<file path="config.mk">
export PLATFORM = sky130hd
export DESIGN_NAME = pdc_divider
export DESIGN_NICKNAME = d
export VERILOG_FILES = /design/src/rtl/pdc_pkg.sv /design/src/rtl/pdc_cfg_check.sv /design/src/rtl/pdc_rise_ctr.sv /design/src/rtl/pdc_fall_stage.sv /design/src/rtl/pdc_divider.sv
export SDC_FILE = /design/constraint.sdc
export NUM_CORES = 1
export LEC_CHECK = 0
export ABC_AREA = 1
export BUFFER_PORTS_ARGS = -buffer_cell sky130_fd_sc_hd__clkbuf_2
export CORE_MARGIN = 2
export CORE_UTILIZATION = 62
export CTS_BUF_LIST = sky130_fd_sc_hd__clkbuf_8
export DETAILED_ROUTE_END_ITERATION = 6
export GPL_TIMING_DRIVEN = 0
export PLACE_DENSITY = 0.91
export RECOVER_POWER = 100
export SLEW_MARGIN = 20
export SYNTH_ARGS = -nofsm -noshare
export SYNTH_HDL_FRONTEND = slang
export SYNTH_SLANG_ARGS = --single-unit
</file>
<file path="constraint.sdc">
create_clock -name clk_src -period 3.37 [get_ports clk_src]
set_clock_uncertainty 0.15 [all_clocks]
set_input_delay 0.8425 -clock clk_src [delete_from_list [all_inputs] [get_ports clk_src]]
set_output_delay 0.8425 -clock clk_src [all_outputs]
set_load 0.01 [all_outputs]
</file>
<file path="src/rtl/pdc_pkg.sv">
package pdc_pkg;

  // Legality of a divider request; arguments are zero-extended by the caller.
  function automatic logic pdc_cfg_ok(input logic [15:0] c, input logic [15:0] h,
                                      input logic fb);
    logic [16:0] hmax;
    hmax = {c, 1'b0} - 17'd2;
    if (c == 16'd0) return 1'b0;
    if (c == 16'd1) return 1'b1;
    if (fb) return 1'b1;
    return (h != 16'd0) && ({1'b0, h} <= hmax);
  endfunction

endpackage

</file>
<file path="src/rtl/pdc_cfg_check.sv">
module pdc_cfg_check #(
  parameter int CW = 8,
  localparam int HW = CW + 1
) (
  input  logic [CW-1:0] div_cnt,
  input  logic [HW-1:0] high_half,
  input  logic          fb_lock50,
  output logic          req_ok,
  output logic [HW-1:0] req_h
);
  import pdc_pkg::*;

  always_comb begin
    req_ok = pdc_cfg_ok(16'(div_cnt), 16'(high_half), fb_lock50);
    req_h  = fb_lock50 ? {1'b0, div_cnt} : high_half;
  end
endmodule

</file>
<file path="src/rtl/pdc_rise_ctr.sv">
module pdc_rise_ctr #(
  parameter int CW = 8,
  parameter int DEF_C = 2,
  parameter int DEF_H = 2,
  localparam int HW = CW + 1
) (
  input  logic          clk_src,
  input  logic          rst,
  input  logic [CW-1:0] div_cnt,
  input  logic          req_ok,
  input  logic [HW-1:0] req_h,
  output logic          run_q,
  output logic [CW-1:0] cnt_q,
  output logic [CW-1:0] act_c,
  output logic [HW-1:0] act_h,
  output logic          byp_q,
  output logic          a_q,
  output logic          cfg_err
);
  logic          at_start;
  logic [CW-1:0] cnt_nxt;
  logic [HW-1:0] hk;
  logic [CW-1:0] new_c;
  logic [HW-1:0] new_h;

  always_comb begin
    at_start = !run_q || (cnt_q == act_c - 1'b1);
    cnt_nxt  = cnt_q + 1'b1;
    // full source cycles in which the rising stage holds the output high
    hk       = (act_h >> 1) + {{(HW-1){1'b0}}, act_h[0]};
    new_c    = req_ok ? div_cnt : act_c;
    new_h    = req_ok ? req_h : act_h;
  end

  always_ff @(posedge clk_src) begin
    if (rst) begin
      run_q   <= 1'b0;
      cnt_q   <= '0;
      act_c   <= CW'(DEF_C);
      act_h   <= HW'(DEF_H);
      byp_q   <= 1'b0;
      a_q     <= 1'b0;
      cfg_err <= 1'b0;
    end else begin
      cfg_err <= !req_ok;
      run_q   <= 1'b1;
      if (at_start) begin
        cnt_q <= '0;
        act_c <= new_c;
        act_h <= new_h;
        byp_q <= (new_c == CW'(1));
        a_q   <= (new_c != CW'(1));
      end else begin
        cnt_q <= cnt_nxt;
        a_q   <= ({1'b0, cnt_nxt} < hk);
      end
    end
  end
endmodule

</file>
<file path="src/rtl/pdc_fall_stage.sv">
module pdc_fall_stage #(
  parameter int CW = 8,
  localparam int HW = CW + 1
) (
  input  logic          clk_src,
  input  logic          rst,
  input  logic          run_q,
  input  logic          byp_q,
  input  logic [CW-1:0] cnt_q,
  input  logic [HW-1:0] act_h,
  output logic          f_q
);
  logic trim;

  // odd high time: cut the last rising-stage cycle in half
  always_comb trim = run_q && !byp_q && act_h[0] && ({1'b0, cnt_q} == (act_h >> 1));

  always_ff @(negedge clk_src) begin
    if (rst) f_q <= 1'b0;
    else     f_q <= trim;
  end
endmodule

</file>
<file path="src/rtl/pdc_divider.sv">
module pdc_divider #(
  parameter int CW = 8,
  localparam int HW = CW + 1
) (
  input  logic          clk_src,
  input  logic          rst,
  input  logic [CW-1:0] div_cnt,
  input  logic [HW-1:0] high_half,
  input  logic          fb_lock50,
  output logic          clk_div,
  output logic          cfg_err
);
  logic          req_ok;
  logic [HW-1:0] req_h;
  logic          run_q;
  logic [CW-1:0] cnt_q;
  logic [CW-1:0] act_c;
  logic [HW-1:0] act_h;
  logic          byp_q;
  logic          a_q;
  logic          f_q;

  pdc_cfg_check #(.CW(CW)) u_chk_cfg (
    .div_cnt(div_cnt), .high_half(high_half), .fb_lock50(fb_lock50),
    .req_ok(req_ok), .req_h(req_h)
  );

  pdc_rise_ctr #(.CW(CW)) u_rise (
    .clk_src(clk_src), .rst(rst), .div_cnt(div_cnt), .req_ok(req_ok), .req_h(req_h),
    .run_q(run_q), .cnt_q(cnt_q), .act_c(act_c), .act_h(act_h), .byp_q(byp_q),
    .a_q(a_q), .cfg_err(cfg_err)
  );

  pdc_fall_stage #(.CW(CW)) u_fall (
    .clk_src(clk_src), .rst(rst), .run_q(run_q), .byp_q(byp_q), .cnt_q(cnt_q),
    .act_h(act_h), .f_q(f_q)
  );

  // a_q moves only on rising edges, f_q only on falling edges
  always_comb begin
    if (rst)        clk_div = 1'b0;
    else if (byp_q) clk_div = clk_src & run_q;
    else            clk_div = a_q & ~f_q;
  end
endmodule

</file>
==> key figures, run 1 <==
Run status
  • Outcome: finished, violations left
  • Failing checks: setup timing

Yosys
  • Cell variety after synth: 39
  • Post-Syn Area: roughly 2400 um^2
  • Synth Register Bits: 30
  • Synth Flop Type: dfxtp_1
  • Ys async rst share: 0
  • Sequential area share after synthesis: 0.255
  • Synth Instances: between 300 and 400
  • Ys Warns: 0
  • Syn avg cell area: ~7 um^2
  • Post-synth EDFFs: 0
  • Synthesized Nets: ~370

Clock tree
  • CTS tree: built
  • Clk Latency, worst-skew pair: approximately 0.4 ns
  • Clk slew on worst S/H paths: 0.07 ns

Min path
  • Worst Hold Class: reg -> reg

Power
  • Leakage power: 1.30 nW
  • Max VDD drop: 225 uV
  • Power Density: 399 nW/um^2

Die
  • Die Area: roughly 4300 um^2
  • Site Rows: 22
  • Die H: about 66 um
  • Core area: roughly 3700 um^2
  • Die width: roughly 66 um
  • Initial Utilization: 0.645
  • Ports: 22

Timing
  • Hold slack final: between 0.3 and 0.4 ns
  • Final worst slack: -0.436 ns
  • Least-Margin Pin Slew: 0.416 ns
  • Final Max Slew Viols: 0
  • RSZ-0062 raised after global routing: true
  • Final Hold Viols: 0
  • Setup TNS: -0.436 ns
  • Slew headroom: 0.723
  • Count of final setup violators: 1

Global routing
  • Vias in the first global route: between 2000 and 2500
  • Initial antenna violation count: 0
  • Overall routing resource usage: 0.292
  • Aggregate global routing overflow: 0
  • Largest net degree at the start of global routing: 11
  • First-pass GRT wire length: approximately 9500 um

Detailed routing
  • Met2 wire length: about 2700 um
  • WL/cell: 13.3 um
  • DR WL met3: 290 um
  • 1st-iter DRT viols: 161
  • Drt first pass iters: 4
  • Routed Antenna Nets: 0
  • Via count: 2264
  • Vias/cell: roughly 5.5
  • Drt total wl: about 5500 um
  • Top Metal Used: met4
  • Drt drc: 0
  • Wl on met1: 2340 um

Finish
  • Most frequent cells in the layout: nand2_1 (70), inv_1 (38), nor2_1 (32)
  • Ant diodes: 0
  • Final #Nets: 404
  • Most common cell after layout, fill and taps aside: nand2_1
  • Layout area overhead: 11.9%
  • Layout cells sized above 1: 0.149
  • Final core occ: 0.721
  • Fin area: approximately 2600 um^2

Job
  • Maxcap violations: 0

Critical path
  • CP Cell Sequence: nor2_1, nand2_1, a21oi_1, buf_2
  • CP max stage cell: dfxtp_1
  • Crit path buf inv count: 1
  • Crit path DAT: between 2 and 3 ns
  • WS Path Type: reg -> out
  • Top delay family on crit path: flip-flops
  • Crit-path max cell delay: roughly 0.30 ns
  • Worst path required time: about 2.4 ns
  • Crit-path max FO: 1
  • Worst setup SP type: flop
  • Worst setup EP type: primary output

Placed design
  • Final Wtd Congestion: 0.880
  • DP Worst Slack: -0.397 ns
  • DP Area: approximately 2500 um^2
  • PortBufs: 20
  • Post-DP HPWL: between 4000 and 5000 um
## area by class of cell
class | count | area (um^2)
Timing Repair Buffer | 20 | 100
Clock inverter | 3 | 18.8
Tap cell | 48 | 60.1
Sequential cell | 30 | 601
Multi-Input combinational cell | 250 | 1530
Inverter | 44 | 170
Buffer | 7 | 43.8
Fill cell | 308 | 1020
Clock buffer | 9 | 115
## cell usage after synthesis, drive strengths merged, types with 3 or more instances
cell    number  share of area
dfxtp       30           0.25
inv         43          0.068
nor2        37          0.064
nor3         3         0.0085
xor2        22          0.082
a21oi       22          0.051
o21ai       24          0.054
buf          3          0.014
xnor2        4          0.015
ha          21           0.11
clkbuf       4         0.0064
nand4       10          0.029
nand3b       3          0.015
nand3       16          0.034
nor4         3         0.0080
nand2       71           0.12
## routing by layer
metal | global-route usage | up-vias
met4 | 0.151 | 0
met5 | 0 | -
met3 | 0.0651 | 12
li1 | - | 1158
met1 | 0.323 | 1013
met2 | 0.519 | 81
## flip-flops by register name (all words and copies together), names as in the netlist
name,cells
u_fall.f_q,1
u_rise.a_q,1
u_rise.act_c,8
u_rise.act_h,9
u_rise.byp_q,1
u_rise.cfg_err,1
u_rise.cnt_q,8
u_rise.run_q,1
## report_power, final
part	switching, mW	internal, mW
logic	0.152	0.107
clock network	0.162	0.218
registers	0.0338	0.380
## worst min-delay path, cell delays in order (launching register included)
cell and delay (ns):
dfxtp_1 0.33, nand2_1 0.05, o211ai_1 0.07
## cells by family after synthesis
kind of cell             Yosys count  share of synthesized area
AO/OA/AOI/OAI                     56                      0.140
XOR/XNOR                          28                      0.116
adder cells (fa/ha/maj)           21                      0.111
buffers and inverters             52                     0.0938
flip-flops                        30                      0.255
multiplexers                       1                    0.00424
AND/OR/NAND/NOR                  144                      0.280
## path summary, 6_finish.rpt
| kind | depth (start not counted) | slack (ns) | end | from |
|---|---|---|---|---|
| max | 4 | -0.44 | clk_div | u_fall.f_q |
| min | 2 | 0.33 | u_rise.act_c[1] | u_rise.act_c[1] |
| max reg2reg | 5 | 0.20 | u_fall.f_q | u_rise.cnt_q[4] |
| min reg2reg | 2 | 0.33 | u_rise.act_c[1] | u_rise.act_c[1] |
## what timing repair did
action / CTS / global route
hold buffers: 0 / 0
pin swaps: 0 / 1
endpoints found under the setup margin: 1 / 10
setup buffers: 0 / 1
resized for setup: 0 / 4
## metrics by stage
stage / std cells / power (mW)
6_report: 411 / 1.05
5_1_grt: 411 / 1.12
4_1_cts: 410 / 1.06
3_5_place_dp: 400 / 0.684
3_3_place_gp: 400 / 0.675
2_1_floorplan: 332 / 0.614
Note: power is estimated with default switching activity, not from simulation.
==> run 2, diff against run 1 <==
--- a/config.mk
+++ b/config.mk
@@ -6,13 +6,13 @@
 export NUM_CORES = 1
 export LEC_CHECK = 0
 export ABC_AREA = 1
-export BUFFER_PORTS_ARGS = -buffer_cell sky130_fd_sc_hd__clkbuf_2
 export CORE_MARGIN = 2
-export CORE_UTILIZATION = 62
+export CORE_UTILIZATION = 65
 export CTS_BUF_LIST = sky130_fd_sc_hd__clkbuf_8
 export DETAILED_ROUTE_END_ITERATION = 6
+export DONT_BUFFER_PORTS = 1
 export GPL_TIMING_DRIVEN = 0
-export PLACE_DENSITY = 0.91
+export PLACE_DENSITY = 0.89
 export RECOVER_POWER = 100
 export SLEW_MARGIN = 20
 export SYNTH_ARGS = -nofsm -noshare
==> run 2 against run 1 <==
Effect of this change:
- the flow still finishes with violations (setup timing)
- critical path depth is 1 lower
- largest power group unchanged
- non-clock buffer count is 20 lower
- count of clock-buffer cells in the layout is 1 lower
- routed wire length is 5.0% higher
- register-to-register slack worse by 0.05 ns
- largest cell class unchanged
- core utilization is 2.0 points higher
- setup slack better by 0.065 ns
- sequential cell count stayed put
==> key figures, run 2 (synthesis results as in run 1) <==
Critical path
  • Top delay family on crit path: flip-flops
  • Crit path DAT: roughly 2.8 ns
  • Crit-path max cell delay: about 0.29 ns
  • Crit-path max FO: 1
  • CP Cell Sequence: nor2_1, nand2_1, a21oi_2
  • WS Path Type: reg -> out
  • R2R Setup Slk: around 0.15 ns
  • Worst setup SP type: flop
  • CP max stage cell: dfxtp_1
  • Crit path buf inv count: 0
  • Worst path required time: 2.38 ns
  • Worst setup EP type: primary output

Detailed routing
  • Routed Antenna Nets: 0
  • Via count: around 2300
  • Vias/cell: approximately 5.9
  • 1st-iter DRT viols: roughly 230
  • Drt total wl: 5760 um
  • WL/cell: ~15 um
  • Drt drc: 0
  • Drt first pass iters: 7

Clock tree
  • Clk slew on worst S/H paths: around 0.06 ns
  • CTS Hold Buffers Added: 0
  • Clk Latency, worst-skew pair: 0.39 ns
  • CTS tree: built

Timing
  • Final Hold Viols: 0
  • Count of final setup violators: 1
  • Final Max Slew Viols: 0
  • Final worst slack: -0.371 ns
  • RSZ-0062 raised after global routing: true
  • Setup TNS: -0.371 ns
  • Least-Margin Pin Slew: between 0.5 and 0.6 ns
  • Slew headroom: 0.659

Power
  • Pint: ~0.7 mW
  • Switching power: around 0.34 mW
  • Power Density: between 400 and 500 nW/um^2
  • Sequential fraction of design power: 0.403
  • Leakage power: 1.24 nW
  • Sw frac: 0.326
  • Max VDD drop: 235 uV
  • Logic pwr share: 0.236
  • Clock power frac: 0.361

Die
  • Ports: 22
  • Core area: approximately 3400 um^2
  • Initial Utilization: 0.691
  • Die H: around 64 um
  • Site Rows: 21
  • Die Area: 4130 um^2
  • Die width: 64.3 um

Finish
  • Top reg by flops: u_rise.act_h
  • Most common cell after layout, fill and taps aside: nand2_1
  • Layout cells sized above 1: 0.0962
  • Largest regs: u_rise.act_h: 9 flops, u_rise.act_c: 8 flops, u_rise.cnt_q: 8 flops
  • Multi-input gate area: 1530 um^2
  • Final #Nets: 383
  • Most frequent cells in the layout: nand2_1 (70), inv_1 (40), nor2_1 (33)
  • Number of flip-flops under the largest register name: 9
  • Reg area: 601 um^2
  • Fin area: 2530 um^2
  • Ant diodes: 0
  • Layout area overhead: 7.26%
  • Filler cell count: roughly 270

Placed design
  • DP Area: between 2000 and 2500 um^2
  • PortBufs: 0
  • Final Wtd Congestion: just under 0.9
  • Post-DP HPWL: ~4300 um

Global routing
  • First-pass GRT wire length: approximately 9700 um
  • Vias in the first global route: between 2000 and 2500
  • Initial antenna violation count: 0
  • Aggregate global routing overflow: 0
  • Largest net degree at the start of global routing: 11
  • Overall routing resource usage: 0.307

Run status
  • Outcome: finished, violations left
  • Failing checks: setup timing

Job
  • Maxcap violations: 0

Min path
  • Worst Hold Class: reg -> reg
## run 2: cell count changes in the layout (fill, tap and decap cells not counted), sizes merged
cell	previous run	this run
clkinv	2	4
clkinvlp	2	0
buf	4	2
inv	43	44
clkbuf	32	13
## run 2: final timing paths
check,start,to,depth (start not counted)
max,u_fall.f_q,clk_div,3
min,u_rise.act_c[1],u_rise.act_c[1],2
max reg2reg,u_rise.cnt_q[4],u_fall.f_q,5
min reg2reg,u_rise.act_c[1],u_rise.act_c[1],2
## run 2: layer usage
metal | routed length, um | track usage
met4 | 157 | 0.125
met3 | 398 | 0.0951
met1 | 2360 | 0.363
met5 | 0 | 0
met2 | 2840 | 0.514
## run 2: power by group through the flow
stage,Sequential [mW],Combinational (mW),Clock [mW]
2_1_floorplan,0.411,0.198,0.00480
3_3_place_gp,0.420,0.228,0.00480
4_1_cts,0.415,0.245,0.376
5_1_grt,0.419,0.278,0.394
3_5_place_dp,0.422,0.240,0.00479
6_report,0.416,0.244,0.373
## run 2: area by class of cell
class	instances	area share
flip-flops and latches	30	0.237
well taps	46	0.0227
plain buffers	7	0.0173
clock inverters	4	0.00692
clock buffers	8	0.0435
multi-input cells	250	0.605
inverters	44	0.0672
## run 2: repair_timing
item,4_1_cts,5_1_grt
endpoints found under the setup margin,1,1
setup buffers,0,0
resized for setup,1,0
## run 2: worst reg2reg max path, stage by stage, from the launching register on
cell	delay (ns)
dfxtp_1	0.30
clkbuf_1	0.29
xor2_1	0.12
nor4_1	0.28
nand2_1	0.08
nor4_1	0.26
## run 2: stage by stage
step	std cells	hold slack (ns)	power (mW)	util	worst slack, ns
2_1_floorplan	332	0.296	0.614	-	0.0188
3_3_place_gp	378	0.307	0.653	0.708	-0.199
3_5_place_dp	378	0.325	0.667	0.708	-0.277
4_1_cts	389	0.339	1.04	0.745	-0.400
5_1_grt	389	0.344	1.09	0.741	-0.431
6_report	389	0.345	1.03	0.741	-0.371
==> run 3, diff against run 2 <==
--- a/config.mk
+++ b/config.mk
@@ -12,7 +12,8 @@
 export DETAILED_ROUTE_END_ITERATION = 6
 export DONT_BUFFER_PORTS = 1
 export GPL_TIMING_DRIVEN = 0
-export PLACE_DENSITY = 0.89
+export HOLD_SLACK_MARGIN = 0.05
+export PLACE_DENSITY = 0.82
 export RECOVER_POWER = 100
 export SLEW_MARGIN = 20
 export SYNTH_ARGS = -nofsm -noshare
==> run 3 against run 2 <==
Effect of this change:
- the flow still finishes with violations (setup timing)
- via count fell by 6.8%
- worst hold slack improved by 0.0022 ns
- setup slack worse by 0.041 ns
- final cell count unchanged
- count of clock-buffer cells in the layout rose by 1
- sequential cell count stayed put
- clock power grew 8.3%
- critical path type unchanged
- highest routed layer unchanged
==> key figures, run 3 (synthesis results as in run 1) <==
Die
  • Core area: around 3400 um^2
  • Die width: 64.3 um
  • Initial Utilization: 0.691
  • Site Rows: 21
  • Ports: 22
  • Die H: 64.3 um
  • Die Area: between 4000 and 5000 um^2

Clock tree
  • Clk Latency, worst-skew pair: 0.40 ns
  • Clk slew on worst S/H paths: around 0.070 ns
  • CTS tree: built
  • Post-CTS setup repair buffer count: 0

Global routing
  • Overall routing resource usage: 0.293
  • Aggregate global routing overflow: 0
  • Largest net degree at the start of global routing: 11
  • Vias in the first global route: between 2000 and 2500
  • First-pass GRT wire length: 9230 um
  • Initial antenna violation count: 0

Critical path
  • Cells on worst reg2reg path: 5
  • Crit-path max FO: 1
  • RR Startpoint: u_rise.cnt_q[4]
  • Worst setup SP type: flop
  • CP max stage cell: dfxtp_1
  • WS Path Type: reg -> out
  • Critical path depth: 3
  • Crit path DAT: 2.79 ns
  • CP Launch Point: u_fall.f_q
  • Top delay family on crit path: flip-flops
  • Worst path required time: approximately 2.4 ns
  • Worst setup EP type: primary output
  • CP Cell Sequence: nor2_1, nand2_1, a21oi_4
  • Crit path buf inv count: 0
  • Crit-path max cell delay: 0.29 ns
  • Critical path endpoint: clk_div
  • R2R Setup Slk: roughly 0.30 ns
  • RR Endpoint: u_fall.f_q

Min path
  • HP Start: rst
  • Worst Hold Class: in -> reg

Timing
  • RSZ-0062 raised after global routing: true
  • Least-Margin Pin Slew: ~0.44 ns
  • Count of final setup violators: 1
  • Setup TNS: -0.412 ns
  • Slew headroom: 0.708
  • Final worst slack: -0.412 ns
  • Final Hold Viols: 0
  • Final Max Slew Viols: 0

Finish
  • Number of flip-flops under the largest register name: 9
  • Ant diodes: 0
  • Top reg by flops: u_rise.act_h
  • Most frequent cells in the layout: nand2_1 (70), inv_1 (40), nor2_1 (32)
  • Layout cells sized above 1: 0.0962
  • Largest regs: u_rise.act_h: 9 flops, u_rise.act_c: 8 flops, u_rise.cnt_q: 8 flops
  • Layout area overhead: 7.95%
  • Final #Nets: 383
  • Most common cell after layout, fill and taps aside: nand2_1
  • Fin area: approximately 2500 um^2

Power
  • Tot Pwr: 1.06 mW
  • Max VDD drop: ~320 uV
  • Leakage power: ~1.2 nW
  • Power Density: just over 400 nW/um^2

Detailed routing
  • Via count: roughly 2100
  • Drt drc: 0
  • Vias/cell: 5.48
  • 1st-iter DRT viols: between 100 and 150
  • Drt first pass iters: 6
  • WL/cell: approximately 14 um
  • Drt total wl: 5400 um
  • Routed Antenna Nets: 0

Placed design
  • DP Area: roughly 2400 um^2
  • Final Wtd Congestion: ~0.85
  • Post-DP HPWL: 4210 um
  • PortBufs: 0

Run status
  • Outcome: finished, violations left
  • Failing checks: setup timing

Job
  • Maxcap violations: 0
==> run 3: cell types whose count changed in the layout (fill, tap and decap cells not counted) <==
cell	before	now
a211oi_2	1	0
inv_2	4	3
a21oi_2	4	3
nor2_2	4	5
clkbuf_8	8	9
a21oi_4	0	1
inv_4	0	1
a211oi_1	0	1
nor2_1	33	32
clkinv_2	2	1
==> run 3: repair_timing <==
| item | CTS | global route |
|---|---|---|
| hold buffers | 0 | 0 |
| gates resized for setup | 2 | 0 |
| setup endpoints to repair | 1 | 1 |
==> run 3: per-stage QoR <==
step | worst slack [ns] | hold WS (ns) | std cells | utilization
after floorplan | 0.0188 | 0.296 | 332 | -
after global placement | -0.153 | 0.307 | 378 | 0.708
after detailed placement | -0.144 | 0.324 | 378 | 0.708
after CTS | -0.423 | 0.343 | 389 | 0.751
after global routing | -0.516 | 0.330 | 389 | 0.746
final | -0.412 | 0.347 | 389 | 0.746
==> run 3: routing by layer <==
metal | wire [um] | up-vias | track usage
li1 | - | 1104 | -
met4 | 178 | 0 | 0.154
met3 | 237 | 17 | 0.0915
met5 | 0 | - | 0
met1 | 2430 | 949 | 0.350
met2 | 2560 | 60 | 0.470
==> run 3: worst reg2reg max path: cells and delay by family (launching register included) <==
kind / cells / cell delay, ns
xor gates and xnor gates: 1 / 0.12
buffers and inverters: 1 / 0.30
DFF: 1 / 0.31
and+or+nand+nor: 3 / 0.49
==> run 3: final cells by class <==
type,count,area (um^2)
Inverter,44,170
Clock buffer,9,124
Buffer,7,43.8
Tap cell,46,57.6
Multi-Input combinational cell,250,1540
Sequential cell,30,601
Fill cell,278,868
Clock inverter,3,15.0
==> run 3: report_power, final <==
part | total (mW) | leakage (nW) | internal (mW) | switching (mW)
combinational | 0.238 | 0.911 | 0.0987 | 0.139
sequential | 0.413 | 0.247 | 0.380 | 0.0329
clock | 0.404 | 0.0814 | 0.242 | 0.162
total | 1.06 | 1.24 | 0.721 | 0.334
==> run 3: how the worst min path moves through the flow <==
| stage | end | slack [ns] | cells past startpoint |
|---|---|---|---|
| after floorplan | u_rise.act_c[1] | 0.30 | 2 |
| after global placement | u_rise.act_c[1] | 0.31 | 2 |
| after detailed placement | u_rise.act_c[1] | 0.32 | 2 |
| after CTS | u_rise.act_h[8] | 0.34 | 1 |
| after global routing | u_rise.act_h[8] | 0.33 | 1 |
| final | u_rise.act_h[8] | 0.35 | 1 |
